### src/rtl/pio_pkg.sv
package pio_pkg;
    typedef enum logic [1:0] {
        RD_PINS  = 2'd0,
        RD_LATCH = 2'd1,
        RD_DIR   = 2'd2,
        RD_ASSIGN= 2'd3
    } rd_view_e;

    localparam int WS_SET    = 0;
    localparam int WS_CLR    = 1;
    localparam int WS_DIR    = 2;
    localparam int WS_ASSIGN = 3;
    localparam int NUM_WS    = 4;
endpackage

### src/rtl/pio_sync.sv
module pio_sync #(
    parameter int W      = 8,
    parameter int STAGES = 2
) (
    input  logic         clk,
    input  logic         rst_n,
    input  logic [W-1:0] async_in,
    output logic [W-1:0] sync_out
);
    logic [W-1:0] stage_q [STAGES];

    always_ff @(posedge clk or negedge rst_n) begin
        if (!rst_n) begin
            for (int s = 0; s < STAGES; s++) stage_q[s] <= '0;
        end else begin
            stage_q[0] <= async_in;
            for (int s = 1; s < STAGES; s++) stage_q[s] <= stage_q[s-1];
        end
    end

    assign sync_out = stage_q[STAGES-1];
endmodule

### src/rtl/pio_regs.sv
module pio_regs
    import pio_pkg::*;
#(
    parameter int W = 8
) (
    input  logic              clk,
    input  logic              rst_n,
    input  logic [NUM_WS-1:0] wr_sel,
    input  logic [W-1:0]      wr_data,
    output logic [W-1:0]      out_q,
    output logic [W-1:0]      dir_q,
    output logic [W-1:0]      asg_q
);
    logic [W-1:0] out_d;

    // set first, clear last: clear has priority on shared bits
    always_comb begin
        out_d = out_q;
        if (wr_sel[WS_SET]) out_d = out_d | wr_data;
        if (wr_sel[WS_CLR]) out_d = out_d & wr_data;
    end

    always_ff @(posedge clk or negedge rst_n) begin
        if (!rst_n) begin
            out_q <= '0;
            dir_q <= '0;
            asg_q <= '0;
        end else begin
            out_q <= out_d;
            if (wr_sel[WS_DIR])    dir_q <= wr_data;
            if (wr_sel[WS_ASSIGN]) asg_q <= wr_data;
        end
    end
endmodule

### src/rtl/pio_pad_mux.sv
module pio_pad_mux #(
    parameter int W = 8
) (
    input  logic [W-1:0] gpio_out,
    input  logic [W-1:0] gpio_dir,
    input  logic [W-1:0] assign_alt,
    input  logic [W-1:0] alt_out,
    input  logic [W-1:0] alt_oe,
    output logic [W-1:0] pad_out,
    output logic [W-1:0] pad_oe
);
    for (genvar i = 0; i < W; i++) begin : g_pin
        assign pad_out[i] = assign_alt[i] ? alt_out[i] : gpio_out[i];
        assign pad_oe[i]  = assign_alt[i] ? alt_oe[i]  : gpio_dir[i];
    end
endmodule

### src/rtl/pio_port.sv
module pio_port
    import pio_pkg::*;
#(
    parameter int W = 8
) (
    input  logic              clk,
    input  logic              rst_n,
    input  logic [NUM_WS-1:0] wr_sel,
    input  logic [W-1:0]      wr_data,
    input  logic [1:0]        rd_sel,
    output logic [W-1:0]      rd_data,
    input  logic [W-1:0]      alt_out,
    input  logic [W-1:0]      alt_oe,
    input  logic [W-1:0]      pin_in,
    output logic [W-1:0]      pin_out,
    output logic [W-1:0]      pin_oe
);
    logic [W-1:0] out_q;
    logic [W-1:0] dir_q;
    logic [W-1:0] asg_q;
    logic [W-1:0] pins_sync;
    rd_view_e     view;

    pio_regs #(.W(W)) u_regs (
        .clk     (clk),
        .rst_n   (rst_n),
        .wr_sel  (wr_sel),
        .wr_data (wr_data),
        .out_q   (out_q),
        .dir_q   (dir_q),
        .asg_q   (asg_q)
    );

    pio_sync #(.W(W), .STAGES(2)) u_sync (
        .clk      (clk),
        .rst_n    (rst_n),
        .async_in (pin_in),
        .sync_out (pins_sync)
    );

    pio_pad_mux #(.W(W)) u_mux (
        .gpio_out   (out_q),
        .gpio_dir   (dir_q),
        .assign_alt (asg_q),
        .alt_out    (alt_out),
        .alt_oe     (alt_oe),
        .pad_out    (pin_out),
        .pad_oe     (pin_oe)
    );

    assign view = rd_view_e'(rd_sel);

    always_comb begin
        unique case (view)
            RD_PINS:   rd_data = pins_sync;
            RD_LATCH:  rd_data = out_q;
            RD_DIR:    rd_data = dir_q;
            RD_ASSIGN: rd_data = asg_q;
            default:   rd_data = '0;
        endcase
    end
endmodule

### config.mk
export PLATFORM = sky130hd
export DESIGN_NAME = pio_port
export DESIGN_NICKNAME = d
export VERILOG_FILES = /design/src/rtl/pio_pkg.sv /design/src/rtl/pio_sync.sv /design/src/rtl/pio_regs.sv /design/src/rtl/pio_pad_mux.sv /design/src/rtl/pio_port.sv
export SDC_FILE = /design/constraint.sdc
export NUM_CORES = 1
export LEC_CHECK = 0
export ABC_AREA = 1
export BUFFER_PORTS_ARGS = -buffer_cell sky130_fd_sc_hd__buf_4
export CAP_MARGIN = 30
export CORE_MARGIN = 2
export CORE_UTILIZATION = 49
export DETAILED_ROUTE_END_ITERATION = 12
export GPL_TIMING_DRIVEN = 0
export HOLD_SLACK_MARGIN = 0.05
export PLACE_DENSITY = 0.79
export SYNTH_ARGS = -nofsm -noshare
export SYNTH_HDL_FRONTEND = slang
export SYNTH_SLANG_ARGS = --single-unit
### constraint.sdc
create_clock -name clk -period 0.8 [get_ports clk]
set_input_delay 0.16 -clock clk [delete_from_list [all_inputs] [get_ports clk]]
set_output_delay 0.16 -clock clk [all_outputs]
set_load 0.01 [all_outputs]
# After elaboration in Yosys (flattened, before gate mapping)
# Cells that the tools add are included.
# op_classes
n_eq_ne,3
n_mux,19
bitwise,2
reduce_logical,1
# op_table
operator,count
$pmux 8 s4,1
$mux 1,16
$mux 8,2
$and 8x8->8,1
$or 8x8->8,1
$eq 2x2->1 const B,2
$eq 2x1->1 const B,1
$logic_not 2->1,1
# word_totals
reg_bits,40

# Depth between registers and ports, before layout
# Gate-level depths: netlist of run 1.
# depth
ltp_word,4
mapped_depth,4
depth_no_buf,3

# By module
# Synthesis of run 1 repeated with hierarchy kept, for this count alone.
# hier_totals
hier_cells,221
area_unflattened_um2,1951.9
# by_module_without_submodules
module,n_inst,cells_per_inst,area_each_um2,seq_area_each_um2
pio_regs,1,94,1017.2,600.6
pio_sync,1,24,460.4,400.4
pio_port,1,47,264.0,0.0
pio_pad_mux,1,56,210.2,0.0

# Worst setup path after synthesis of run 1
# No wires, ideal clock.
# synth_path
kind,flip-flop to output port
start,register u_regs.asg_q[0]
end,output port pin_oe[0]
arrival_time_ps,702
t_required_ps,640
path_slack_ps,-62
path_stages_with_launch,2
path_cell_list,dfrtp_1 -> o21ai_0
# synth_via
elab_chain_cells,1
# synth_lines
item,line,source
start: declaration,pio_regs.sv:12,output logic [W-1:0] asg_q
start signal: assignment,pio_regs.sv:31,if (wr_sel[WS_ASSIGN]) asg_q <= wr_data;
$mux 1,pio_pad_mux.sv:14,assign pad_oe[i] = assign_alt[i] ? alt_oe[i] : gpio_dir[i];
end: declaration,pio_port.sv:16,output logic [W-1:0] pin_oe
# Every way passes these cells.

# Final worst setup path of run 1
# layout_path
start,register u_regs.asg_q[7]
end,output port rd_data[7]
# layout_via
elab_chain_cells,1
# layout_lines
item,line,source
$pmux 8 s4,pio_port.sv:54,unique case (view)
end: declaration,pio_port.sv:11,"output logic [W-1:0] rd_data,"
# Every way passes these cells.

==> results.md, run 1 <==
* CP Launch Type: flip-flop
* Total GRT Usage at 0.244
* CTS clock-pin slew for the worst setup and hold paths at 70 ps
* Reg2Reg Setup Slack at -30 ps
* MaxCap Viol Count at 0
* Gr ovfl total at 0
* Initial antenna violation count at 0
* Seq pwr share at 0.497
* Total negative slack at -9110 ps
* Final setup fails at 26
* Setup ws final at -438 ps
* Slew at the pin with the worst max-slew slack at 401 ps
* Clock Skew at between 0.8 and 0.9 ps
* Yosys cell types at 16
* Final wirelength at 4.77 mm
* Diodes inserted at 0
* Post-DP HPWL at 3.04 mm
* Cell Int Power at 3.38 mW
* Clock Sinks at 40
* Area of the multi-input gates at between 600 and 700 um2
* Chip width at 64.9 um
* Clock buffer depth at 2
* Port Buffers at 59
* GR met2 Demand/Resource at 0.433
* Status: complete, but fails checks
* ANT nets after route at 0
* Syn Area/Cell at 8.96 um2
* Worst IR drop on VDD at 1.03 mV
* Sw power at 1.30 mW
* Total CTS buffers at 5
* Syn Inst Count at just over 200
* First-pass DRT Iterations at 4
* M1 GR Usage at 0.296
* Top Usage Layer GRT: met2
* F_max at 0.808 GHz
* Worst slack, placed at -212 ps
* Layout cell share with drive strength beyond 1 at 0.446
* Comb pwr share at 0.257
* Slew Viols, Final at 0
* Worst EP required at 640 ps
* Pwr Density at 1750 nW/um2
* Crit path arrival time at 1080 ps
* Post-Syn Area at 1820 um2
* Fillers at between 200 and 300
* Vias in the first global route at 1,655
* CP max-delay cell: dfrtp_2
* Core area at roughly 3600 um2
* Failing checks: setup timing
* Buffer and inverter count on the worst path at 1
* Overall power at 4.68 mW
* Commonest non-fill, non-tap cell in the layout: buf_4
* # rows at 22
* Fin. Hold Viols at 0
* RSZ-0062 raised after global routing: true
* Sequential area share after synthesis at 0.550
* Most frequent cells in the layout: buf_4, nand2_1, dfrtp_1
* Register cell area after layout at slightly above 1000 um2
* Met3 usage at 0.0573
* Vias at 1,702
* Worst hold path class: in -> reg
* CTS tree: built
* Worst skew pair latency at 290 ps
* Post-Syn Nets at roughly 240
* Largest net degree at the start of global routing at 41
* Net Sw Frac at 0.278
* Endpoint class of the critical path: output port
* Crit-path leading delay family: flip-flops
* Initial DRC count at 69
* Initial Util at 0.505
* Area grow syn2layout at 46.8%
* I/O pins at 64
* H-tree Lvls at 2
* DRC viols at 0
* Period utilisation layout at 1.55
* Worst stage delay on the critical path at 450 ps
* Die H at 64.9 um
* Clock power share at 0.245
* CP Class: reg -> out
* Gp weighted congestion at 0.800
* Clock root buffer: clkbuf_8
* Final hold slack at 103 ps
* #FFs+latches synth at 40
* Leakage at 1.32 nW
* Avg WL per Cell at between 10 and 15 um
* Crit path cell chain: nand3_2 > nand4_1 > buf_4
* Die area at roughly 4200 um2
* Min cycle time layout at 1240 ps
* Rel. slew slack at 0.733
* Synth warnings at 0
* Final nets at 327
* Vias/cell at 5.11
* First-pass GRT wire length at 7.62 mm
* Maximum fanout along the worst path at 5
worst paths after layout:
kind,cells past startpoint,to,startpoint
worst max-delay path,3,rd_data[7],u_regs.asg_q[7]
worst min-delay path,3,u_regs.asg_q[3],wr_data[3]
worst max register to register,3,u_regs.out_q[0],u_regs.out_q[0]
worst min register to register,0,u_sync.sync_out[2],u_sync.stage_q[10]
max in group asynchronous,2,u_regs.asg_q[5],rst_n
min in group asynchronous,2,u_regs.asg_q[6],rst_n
cell usage after synthesis:
cell type  number  area share
nand2_1        56        0.12
dfrtp_1        40        0.55
inv_1          24       0.050
nand3_1        20       0.055
a21oi_1        16       0.044
o21ai_1        16       0.044
nand4_1         8       0.028
buf_6           4       0.025
nand3_2         4       0.022
o21ai_0         4       0.011
o21ai_2         4       0.019
buf_12          2       0.022
inv_2           2      0.0041
buf_2           1      0.0027
clkbuf_1        1      0.0021
nor2_4          1      0.0062
sequential cells by signal, indices dropped and copies added (netlist names):
register and flops:
u_regs.asg_q 8, u_regs.dir_q 8, u_sync.sync_out 8, u_sync.stage_q 8
u_regs.out_q 8
cell type report:
class	count	area share
clock buffer	5	0.0258
sequential	40	0.378
tap	48	0.0225
timing repair buffer	77	0.242
multi-input combinational	129	0.261
buffer	8	0.0351
inverter	26	0.0366
power by group through the flow:
| stage | Clock [mW] | Combinational [mW] | Sequential, mW |
|---|---|---|---|
| 3_5_place_dp | 0 | 0.993 | 2.34 |
| 4_1_cts | 1.18 | 1.14 | 2.31 |
| 2_1_floorplan | 0 | 0.485 | 2.31 |
| 6_report | 1.15 | 1.21 | 2.33 |
| 5_1_grt | 1.26 | 1.32 | 2.35 |
| 3_3_place_gp | 0 | 0.972 | 2.33 |
logic make-up (layout without fill, tap and decap cells):
| kind of cell | after synthesis | count (layout) | share of synthesized area |
|---|---|---|---|
| AND/OR/NAND/NOR | 89 | 89 | 0.226 |
| AO/OA/AOI/OAI | 40 | 40 | 0.118 |
| flip-flops | 40 | 40 | 0.550 |
| buffers and inverters | 34 | 116 | 0.105 |
layer usage:
layer | up-vias | share of wire
met2 | 59 | 0.52
met5 | - | 0
li1 | 833 | -
met4 | 0 | 0.014
met1 | 802 | 0.38
met3 | 8 | 0.083
repair_timing:
| action | 4_1_cts | 5_1_grt |
|---|---|---|
| setup buffers | 13 | 3 |
| pin swaps | 24 | 9 |
| hold buffers | 9 | 0 |
| endpoints found under the hold margin | 48 | 0 |
| gates resized for setup | 10 | 38 |
| setup endpoints to repair | 24 | 64 |
worst register-to-register path: stages (launching register included):
cell,delay (ps)
dfrtp_1,400
buf_4,140
a21oi_2,110
a21oi_1,50
stage by stage:
stage / utilization / std cells / instance area [um2]
finish: 0.740 / 333 / 2670
detailed placement: 0.644 / 310 / 2320
floorplan: - / 203 / 1820
CTS: 0.721 / 337 / 2600
global route: 0.740 / 333 / 2670
global placement: 0.644 / 310 / 2320
No activity file was read; power rests on OpenSTA's default activity.
==> inputs of run 2 (changes only) <==
--- a/config.mk
+++ b/config.mk
@@ -7,12 +7,12 @@
 export LEC_CHECK = 0
 export ABC_AREA = 1
-export BUFFER_PORTS_ARGS = -buffer_cell sky130_fd_sc_hd__buf_4
+export BUFFER_PORTS_ARGS = -buffer_cell sky130_fd_sc_hd__buf_2
 export CAP_MARGIN = 30
 export CORE_MARGIN = 2
-export CORE_UTILIZATION = 49
+export CORE_UTILIZATION = 37
 export DETAILED_ROUTE_END_ITERATION = 12
 export GPL_TIMING_DRIVEN = 0
 export HOLD_SLACK_MARGIN = 0.05
-export PLACE_DENSITY = 0.79
+export PLACE_DENSITY = 0.62
 export SYNTH_ARGS = -nofsm -noshare
 export SYNTH_HDL_FRONTEND = slang
==> constraint.sdc (replaced) <==
create_clock -name clk -period 0.8 [get_ports clk]
set_input_delay 0.04 -clock clk [delete_from_list [all_inputs] [get_ports clk]]
set_output_delay 0.04 -clock clk [all_outputs]
set_load 0.01 [all_outputs]
==> results.md, run 2 (synthesis gave the netlist of run 1 again) <==
* Slew at the pin with the worst max-slew slack at 881 ps (was 401 ps)
* Final wirelength at 4.85 mm (was 4.77 mm)
* Avg WL per Cell at 13.5 um (was 14.3 um)
* FF-to-FF End: u_regs.out_q[6] (was u_regs.out_q[0])
* Failing checks: hold timing, setup timing (was setup timing)
* Placed instance area at 2200 um2 (was 2320 um2)
* Post-DP HPWL at 3.23 mm (was 3.04 mm)
* I/O pins at 64 (unchanged)
* Worst slack, placed at -17.7 ps (was -212 ps)
* Layout cell share with drive strength beyond 1 at 0.420 (was 0.446)
* # rows at 25 (was 22)
* Final nets at 333 (was 327)
* Clock Skew at 1.23 ps (was 0.821 ps)
* Min cycle time layout at 1110 ps (was 1240 ps)
* DRC viols at 0 (unchanged)
* Worst reg2reg path depth at 3 (unchanged)
* Leakage at 1.29 nW (was 1.32 nW)
* RR Startpoint: u_regs.out_q[6] (was u_regs.out_q[0])
* MaxCap Viol Count at 0 (unchanged)
* Area grow syn2layout at 42.5% (was 46.8%)
* F_max at 0.899 GHz (was 0.808 GHz)
* Crit path arrival time at 1070 ps (was 1080 ps)
* CTS tree: built (unchanged)
* CP Launch Type: flip-flop (unchanged)
* Largest net degree at the start of global routing at 41 (unchanged)
* Post-CTS Hold Buffers at 16 (was 9)
* Fin. Hold Viols at 40 (was 0)
* Commonest non-fill, non-tap cell in the layout: buf_2 (was buf_4)
* Total GRT Usage at 0.183 (was 0.244)
* Post-route cell area at 2590 um2 (was 2670 um2)
* ANT nets after route at 0 (unchanged)
* Die area at 5490 um2 (was 4220 um2)
* Diodes inserted at 0 (unchanged)
* Vias/cell at 4.76 (was 5.11)
* Worst IR drop on VDD at 0.850 mV (was 1.03 mV)
* First-pass DRT Iterations at 5 (was 4)
* Clock buffer depth at 2 (unchanged)
* Chip width at 74.1 um (was 64.9 um)
* Initial antenna violation count at 0 (unchanged)
* Clock Sinks at 40 (unchanged)
* Total CTS buffers at 5 (unchanged)
* Vias at 1,714 (was 1,702)
* Most frequent cells in the layout: buf_2, nand2_1, dfrtp_1 (was buf_4, nand2_1, dfrtp_1)
* Worst hold path class: in -> async (was in -> reg)
* Slew Viols, Final at 0 (unchanged)
* CP Class: reg -> out (unchanged)
* Initial Util at 0.385 (was 0.505)
* First-pass GRT wire length at 7.45 mm (was 7.62 mm)
* Period utilisation layout at 1.39 (was 1.55)
* Endpoint class of the critical path: output port (unchanged)
* Status: complete, but fails checks (unchanged)
* Worst skew pair latency at 280 ps (was 290 ps)
* Reg2Reg Setup Slack at -40 ps (was -30 ps)
* Setup ws final at -313 ps (was -438 ps)
* Rel. slew slack at 0.412 (was 0.733)
* Final hold slack at -129 ps (was 103 ps)
* Final setup fails at 27 (was 26)
* Port Buffers at 59 (unchanged)
* H-tree Lvls at 2 (unchanged)
* Core area at 4720 um2 (was 3610 um2)
* CTS clock-pin slew for the worst setup and hold paths at 70 ps (about the same)
* Gp weighted congestion at 0.763 (was 0.800)
* Gr ovfl total at 0 (unchanged)
* Die H at 74.1 um (was 64.9 um)
* Pwr Density at 1790 nW/um2 (was 1750 nW/um2)
* RSZ-0062 raised after global routing: true (unchanged)
* Initial DRC count at 100 (was 69)
* Worst EP required at 760 ps (was 640 ps)
* Vias in the first global route at 1,577 (was 1,655)
* Overall power at 4.63 mW (was 4.68 mW)
* Clock root buffer: clkbuf_8 (unchanged)
* Maximum fanout along the worst path at 5 (unchanged)
==> run 2: changes by cell type in the layout (fill, tap and decap cells not counted), sizes merged <==
cell and delta:
dlygate4sd3 +7, clkinvlp +1, clkinv +1, buf -1
==> run 2: layout make-up <==
type | count | area, um2
Buffer | 8 | 93.8
Clock inverter | 2 | 12.5
Tap cell | 67 | 83.8
Timing Repair Buffer | 83 | 541
Clock buffer | 5 | 68.8
Multi-Input combinational cell | 129 | 687
Sequential cell | 40 | 1010
Inverter | 26 | 97.6
Fill cell | 445 | 2130
==> run 2: timing repair <==
item                                    4_1_cts  5_1_grt
gates resized for setup                       9       32
setup buffers                                 9        4
endpoints found under the hold margin        72       40
endpoints found under the setup margin       24       36
pin swaps                                    24        9
==> run 2: routing by layer <==
layer / vias up / wire, um / global-route usage
met4: 0 / 40 / 0.0424
met1: 805 / 2170 / 0.252
met2: 61 / 2360 / 0.305
met5: - / 0 / 0
met3: 5 / 279 / 0.0312
li1: 843 / - / -
==> run 2: worst max-delay path by stage <==
| stage | from | end | slack, ps |
|---|---|---|---|
| 5_1_grt | u_regs.out_q[2] | rd_data[2] | -340 |
| 2_1_floorplan | u_regs.asg_q[0] | pin_oe[0] | 60 |
| 6_report | u_regs.asg_q[7] | rd_data[7] | -310 |
| 4_1_cts | u_regs.asg_q[0] | pin_out[0] | -320 |
| 3_5_place_dp | u_regs.asg_q[2] | rd_data[2] | -20 |
| 3_3_place_gp | u_regs.asg_q[4] | rd_data[4] | -10 |
==> run 2: metrics by stage <==
stage,utilization,std cells,TNS (ps)
CTS,0.533,361,-6370
floorplan,-,203,0
detailed placement,0.465,329,-405
finish,0.549,360,-6140
global placement,0.465,329,-19.7
global route,0.549,360,-7450
==> run 2: critical path, cell delays in order (launching register included) <==
cell and delay (ps):
dfrtp_1 430, nand3_1 90, nand4_1 100, buf_2 160
==> run 2: power breakdown <==
group | switching (mW) | total [mW] | internal (mW)
clock network | 0.667 | 1.26 | 0.590
logic | 0.550 | 1.05 | 0.496
registers | 0.139 | 2.32 | 2.19
total | 1.36 | 4.63 | 3.27
